--- config.mk ---
export PLATFORM = sky130hd
export DESIGN_NAME = rtc_sync_timer
export DESIGN_NICKNAME = d
export VERILOG_FILES = /design/src/rtl/rtc_sync_pkg.sv /design/src/rtl/rtc_sync_ctrl.sv /design/src/rtl/rtc_sync_dp.sv /design/src/rtl/rtc_sync_timer.sv
export SDC_FILE = /design/constraint.sdc
export NUM_CORES = 1
export LEC_CHECK = 0
export ABC_AREA = 1
export BUFFER_PORTS_ARGS = -buffer_cell sky130_fd_sc_hd__buf_2
export CELL_PAD_IN_SITES_DETAIL_PLACEMENT = 1
export CELL_PAD_IN_SITES_GLOBAL_PLACEMENT = 2
export CORE_ASPECT_RATIO = 1.75
export CORE_UTILIZATION = 34
export DETAILED_ROUTE_END_ITERATION = 10
export PLACE_DENSITY_LB_ADDON = 0.1
export REMOVE_ABC_BUFFERS = 1
export SLEW_MARGIN = 20
export SYNTH_ARGS = -nofsm -noshare
export SYNTH_HDL_FRONTEND = slang
export SYNTH_SLANG_ARGS = --single-unit
--- constraint.sdc ---
create_clock -name clk -period 1.6 [get_ports clk]
set_input_delay 0.08 -clock clk [delete_from_list [all_inputs] [get_ports clk]]
set_output_delay 0.08 -clock clk [all_outputs]
set_load 0.005 [all_outputs]
--- src/rtl/rtc_sync_pkg.sv ---
`timescale 1ns/1ps
package rtc_sync_pkg;
  localparam logic [1:0] SEL_CTRL = 2'd0;
  localparam logic [1:0] SEL_HIGH = 2'd1;
  localparam logic [1:0] SEL_LOW  = 2'd2;
  localparam int ZERO_BIT = 0;
  localparam int LOAD_BIT = 1;

  typedef struct packed {
    logic       zeroCnt;
    logic       loadLow;
    logic       incr;
    logic       takeSnap;
    logic       useSnap;
    logic       rdEn;
    logic [1:0] rdSel;
  } rtcStrobes_t;
endpackage

--- src/rtl/rtc_sync_ctrl.sv ---
`timescale 1ns/1ps
module rtc_sync_ctrl
  import rtc_sync_pkg::*;
#(
  parameter int WORD_W = 16
) (
  input  logic              clk,
  input  logic              rstN,
  input  logic              tickEn,
  input  logic              syncPulse,
  input  logic              syncDataPulse,
  input  logic              hostRdEn,
  input  logic              hostWrEn,
  input  logic [1:0]        hostSel,
  input  logic [WORD_W-1:0] hostWrData,
  output logic [WORD_W-1:0] ctrlQ,
  output rtcStrobes_t       strb
);
  logic snapPend;
  logic zeroHit;
  logic loadHit;

  always_comb begin
    zeroHit       = syncPulse & ctrlQ[ZERO_BIT];
    loadHit       = syncDataPulse & ctrlQ[LOAD_BIT] & ~zeroHit;
    strb.zeroCnt  = zeroHit;
    strb.loadLow  = loadHit;
    strb.incr     = tickEn & ~zeroHit & ~loadHit;
    strb.takeSnap = hostRdEn & (hostSel == SEL_HIGH);
    strb.useSnap  = hostRdEn & (hostSel == SEL_LOW) & snapPend;
    strb.rdEn     = hostRdEn;
    strb.rdSel    = hostSel;
  end

  always_ff @(posedge clk or negedge rstN) begin
    if (!rstN) begin
      ctrlQ    <= '0;
      snapPend <= 1'b0;
    end else begin
      if (hostWrEn && hostSel == SEL_CTRL) ctrlQ <= hostWrData;
      if (strb.takeSnap)                          snapPend <= 1'b1;
      else if (hostRdEn && hostSel == SEL_LOW)    snapPend <= 1'b0;
    end
  end
endmodule

--- src/rtl/rtc_sync_dp.sv ---
`timescale 1ns/1ps
module rtc_sync_dp
  import rtc_sync_pkg::*;
#(
  parameter int WORD_W = 16
) (
  input  logic              clk,
  input  logic              rstN,
  input  rtcStrobes_t       strb,
  input  logic [WORD_W-1:0] syncData,
  input  logic [WORD_W-1:0] ctrlQ,
  output logic [2*WORD_W-1:0] countQ,
  output logic [WORD_W-1:0] hostRdData
);
  localparam int CNT_W = 2 * WORD_W;

  logic [WORD_W-1:0] snapLow;
  logic [WORD_W-1:0] rdNext;

  always_ff @(posedge clk or negedge rstN) begin
    if (!rstN)              countQ <= '0;
    else if (strb.zeroCnt)  countQ <= '0;
    else if (strb.loadLow)  countQ <= {countQ[CNT_W-1:WORD_W], syncData};
    else if (strb.incr)     countQ <= countQ + CNT_W'(1);
  end

  always_ff @(posedge clk or negedge rstN) begin
    if (!rstN)              snapLow <= '0;
    else if (strb.takeSnap) snapLow <= countQ[WORD_W-1:0];
  end

  always_comb begin
    unique case (strb.rdSel)
      SEL_CTRL: rdNext = ctrlQ;
      SEL_HIGH: rdNext = countQ[CNT_W-1:WORD_W];
      SEL_LOW:  rdNext = strb.useSnap ? snapLow : countQ[WORD_W-1:0];
      default:  rdNext = '0;
    endcase
  end

  always_ff @(posedge clk or negedge rstN) begin
    if (!rstN)          hostRdData <= '0;
    else if (strb.rdEn) hostRdData <= rdNext;
  end
endmodule

--- src/rtl/rtc_sync_timer.sv ---
`timescale 1ns/1ps
module rtc_sync_timer
  import rtc_sync_pkg::*;
#(
  parameter int WORD_W = 16
) (
  input  logic              clk,
  input  logic              rstN,
  input  logic              tickEn,
  input  logic              syncPulse,
  input  logic              syncDataPulse,
  input  logic [WORD_W-1:0] syncData,
  input  logic              hostRdEn,
  input  logic              hostWrEn,
  input  logic [1:0]        hostSel,
  input  logic [WORD_W-1:0] hostWrData,
  output logic [WORD_W-1:0] hostRdData
);
  rtcStrobes_t         strb;
  logic [WORD_W-1:0]   ctrlQ;
  logic [2*WORD_W-1:0] countQ;

  rtc_sync_ctrl #(.WORD_W(WORD_W)) u_ctrl (
    .clk(clk), .rstN(rstN), .tickEn(tickEn), .syncPulse(syncPulse),
    .syncDataPulse(syncDataPulse), .hostRdEn(hostRdEn), .hostWrEn(hostWrEn),
    .hostSel(hostSel), .hostWrData(hostWrData), .ctrlQ(ctrlQ), .strb(strb)
  );

  rtc_sync_dp #(.WORD_W(WORD_W)) u_dp (
    .clk(clk), .rstN(rstN), .strb(strb), .syncData(syncData), .ctrlQ(ctrlQ),
    .countQ(countQ), .hostRdData(hostRdData)
  );
endmodule

# After elaboration in Yosys (flattened, before gate mapping)
# Cells that the tools add are included.
# classes
n_addsub	1
eq_ne	3
muxes	7
bitwise_logic	10
n_reduce_logical	7
# ops
operator	n
$mux 32	3
$pmux 16 s3	1
$add 32x1->32 const B	1
$mux 16	1
$and 1x1->1	8
$reduce_bool 2->1	2
$reduce_bool 3->1	1
$eq 2x1->1 const B	1
$eq 2x2->1 const B	1
$logic_and 1x1->1	2
$logic_not 2->1	1
$mux 1	2
$ne 2x1->1 const B	1
$not 1->1	2
$reduce_and 2->1	1
# totals
regBits	81
in_bits	41
out_inout_bits	16
word_cells	34

# Depth between registers and ports, before layout
# depth
depth_word	8
ltp_mapped	10

# Cells and area by module
# From an unflattened synthesis, not the netlist that was laid out.
# hier_totals
cells_unflattened	640
area_unflattened_um2	4564.4
# by_module_without_submodules
mod	instances	cells_each	area_per_inst_um2	seq_area_each_um2
rtc_sync_dp	1	549	3792.4	1601.5
rtc_sync_ctrl	1	91	772.0	425.4

# Worst setup path before layout
# No wires, ideal clock.
# synth_path
path_kind	flip-flop to flip-flop
from	reg u_dp.countQ[1]
to	reg u_dp.countQ[10]
arrival_time_ps	1252
required_time_ps	1470
setup_slack_ps	218
path_stages_with_launch	8
n_path_buf	0
path_cell_list	dfrtp_1 -> ha_1 -> nand3_2 -> inv_2 -> nand2_2 -> nor2_4 -> xor2_1 -> o21ai_0
# synth_via
elab_chain_len	4
# synth_rtl
element	line_no	source
from (decl)	rtc_sync_dp.sv:12	output logic [2*WORD_W-1:0] countQ,
from (signal assigned)	rtc_sync_dp.sv:23	else if (strb.loadLow) countQ <= {countQ[CNT_W-1:WORD_W], syncData};
from (signal assigned)	rtc_sync_dp.sv:24	else if (strb.incr) countQ <= countQ + CNT_W'(1);
$add 32x1->32	rtc_sync_dp.sv:24	
$mux 32	rtc_sync_dp.sv:24	
$mux 32	rtc_sync_dp.sv:23	
$mux 32	rtc_sync_dp.sv:22	else if (strb.zeroCnt) countQ <= '0;
# Every way passes these cells. The select of a mux whose other input is x is not followed.
# A chain may end at the register's enable or synchronous reset.

# Worst setup path in the final report
# layout_path
from	reg u_dp.countQ[12]
to	reg u_dp.countQ[19]
# Same word-level chain as after synthesis.

==> results_dict.tcl <==
set metrics [dict create \
    run_status "finished clean" \
    min_period_over_period 0.962 \
    critical_path_class "reg -> reg" \
    yosys_warnings 0 \
    syn_inst 594 \
    antenna_found_initial 0 \
    numPortBuffers 56 \
    overflow 0 \
    rsz0062_at_grt "no" \
    syn_to_final_growth_pct 28.5 \
    grt_pass1_vias 4531 \
    final.fill_count 1619 \
    synth-main-ff-cell "dfrtp_1" \
    tightest_slew_ns 0.443 \
    clk_pin_slew_ns 0.06 \
    root_buffer "clkbuf_16" \
    final_max_slew_viol_count 0 \
    synthDistinctLibCells 34 \
    core_sq_um 13000 \
    vias 4335 \
    max_freq_mhz 650 \
    drc 0 \
    die_x_um 89.4 \
    synth_top_area_cell "dfrtp_1" \
    hold_viol_final 0 \
    initial_core_util 0.349 \
    powerDensity_nw_per_um2 1190 \
    maxSlewHeadroom 0.704 \
    clock_sinks 81 \
    crit_arrival_ns 1.76 \
    maxCapViolations 0 \
    synth_top_area_share 0.446 \
    post-place-ws_ns -0.0563 \
    crit_required_ns 1.82 \
    clockBufferDepth 2 \
    yosysSeqAreaShare 0.446 \
    nNetsFinal 743 \
    worst-path-max-fanout 3 \
    ys_top_cells_by_count "nand2_1 (200), dfrtp_1 (81), nor2_1 (62)" \
    async_flop_share 1.00 \
    htreeDepth 3 \
    cts-buffers-inserted 9 \
    reg2reg_depth 8 \
    ant_nets 0 \
    p_leak_uw 0.00279 \
    worst_hold_path.num_cells 3 \
    clkLatencyLatePin_ns 0.34 \
    grt_pass1_wl_mm 24.9 \
    avgSynthCellArea_sq_um 7.64 \
    synth_edf_count 0 \
    ir_drop_uv 571 \
    antenna_cells 0 \
    ioPinCount 57 \
    drt-total-wl_mm 15.8 \
    rows 55 \
    cts_tree "built" \
    synth_most_common_cell "nand2_1" \
    worstSetupStartpointType "flip-flop" \
    wire_per_inst_um 18.0 \
    ff2ff_setup_slack_ns 0.06 \
    skew_ns 0.00740 \
    setup_viol 0 \
    hp-class "in -> reg" \
    drive_above_1_share 0.237 \
    drt_iter0_drc 116 \
    grt_use_total 0.243 \
    ys_ff_latch 81 \
    grt_max_degree 32 \
    dr.pass1.iters 4 \
    routabilityCongestion 0.889 \
    setup_ws_ns 0.0614 \
    viasPerCell 4.95 \
    dp_hpwl_mm 12.4 \
    holdWs_ns 0.0202 \
    fin_crit_ns 1.54 \
    cp-end-kind "flip-flop" \
    synth.area.top_cells "dfrtp_1 (45%), nand2_1 (17%), nor2_1 (5.1%), nand3_1 (4.8%), inv_1 (3.9%)" \
    die_h_um 155 \
    synthesis.area_sq_um 4540 \
    die-area_sq_um 13800 \
]
==> routing by layer <==
metal / GRT usage / share of wire / up-vias
met5: 0 / 0 / -
met4: 0.0801 / 0.025 / 0
met3: 0.0233 / 0.017 / 18
met2: 0.451 / 0.55 / 62
met1: 0.284 / 0.41 / 2122
li1: - / - / 2133
==> critical path: stages (launching register included) <==
cell	delay, ns
dfrtp_1	0.36
nand2_1	0.14
nor2_1	0.22
buf_4	0.16
nand2_1	0.11
nor2_4	0.18
nand3_1	0.10
nand3_1	0.09
o21ai_1	0.06
==> layout by cell type, fill, tap and decap left out, types with 6 or more instances in the layout <==
| cell | instances |
|---|---|
| a21oi_1 | 10 |
| buf_2 | 55 |
| buf_4 | 34 |
| clkbuf_16 | 9 |
| dfrtp_1 | 77 |
| dlygate4sd3_1 | 19 |
| inv_1 | 46 |
| inv_2 | 6 |
| mux2_1 | 8 |
| mux2_2 | 9 |
| nand2_1 | 199 |
| nand2_2 | 10 |
| nand3_1 | 44 |
| nand4_1 | 22 |
| nor2_1 | 59 |
| nor2_2 | 7 |
| nor2_4 | 11 |
| o21ai_0 | 23 |
| o21ai_1 | 14 |
| o22ai_1 | 8 |
==> final timing paths <==
kind / start / endpoint
min in group asynchronous: rstN / u_dp.hostRdData[3]$_DFFE_PN0P_
worst max register to register: u_dp.countQ[12]$_DFFE_PN0P_ / u_dp.countQ[19]$_DFFE_PN0P_
worst min register to register: u_dp.hostRdData[8]$_DFFE_PN0P_ / u_dp.hostRdData[8]$_DFFE_PN0P_
worst max-delay path: u_dp.countQ[12]$_DFFE_PN0P_ / u_dp.countQ[19]$_DFFE_PN0P_
worst min-delay path: syncData[10] / u_dp.countQ[10]$_DFFE_PN0P_
max in group asynchronous: rstN / u_dp.countQ[18]$_DFFE_PN0P_
==> layout make-up <==
| type | count | area [sq um] | area share |
|---|---|---|---|
| Clock inverter | 6 | 115 | 0.0197 |
| Tap cell | 171 | 214 | 0.0367 |
| Sequential cell | 81 | 2030 | 0.348 |
| Clock buffer | 9 | 225 | 0.0386 |
| Multi-Input combinational cell | 444 | 2260 | 0.387 |
| Inverter | 54 | 208 | 0.0356 |
| Timing Repair Buffer | 111 | 781 | 0.134 |
==> registers in the layout, summed over array words and instances, names as in the netlist <==
register         count
u_dp.countQ         32
u_ctrl.ctrlQ        16
u_dp.hostRdData     16
u_dp.snapLow        16
u_ctrl.snapPend      1
==> power by group <==
group | total [uW] | switching, uW | internal (uW) | leakage [uW]
sequential | 2780 | 316 | 2460 | 0.00105
combinational | 1740 | 1010 | 729 | 0.00159
clock | 2440 | 909 | 1530 | 0.000163
total | 6950 | 2230 | 4720 | 0.00279
==> metrics by stage <==
step           power, uW   util  instance area, sq um  instances  setup TNS [ns]
6_report            6950  0.448                  5830        876               0
5_1_grt             7340  0.448                  5830        876               0
4_1_cts             6950  0.443                  5770        873               0
3_5_place_dp        4410  0.401                  5210        837          -0.155
3_3_place_gp        4360  0.401                  5210        837         -0.0355
2_1_floorplan       3620      -                  4460        579          -0.408
==> kinds of logic after synthesis <==
family	Yosys count	share of synthesized area
compound gates	58	0.0675
xor+xnor	5	0.00964
fa+ha+maj	1	0.00276
buf+inv	69	0.0639
flops	81	0.446
mux	17	0.0422
simple gates	363	0.368
==> repair_timing <==
item | 4_1_cts | 5_1_grt
hold buffers | 19 | 0
endpoints found under the hold margin | 47 | 0
pin swaps | 1 | 2
setup endpoints to repair | 7 | 14
gates resized for setup | 2 | 12
setup buffers | 2 | 3
Note: power is estimated with default switching activity, not from simulation.
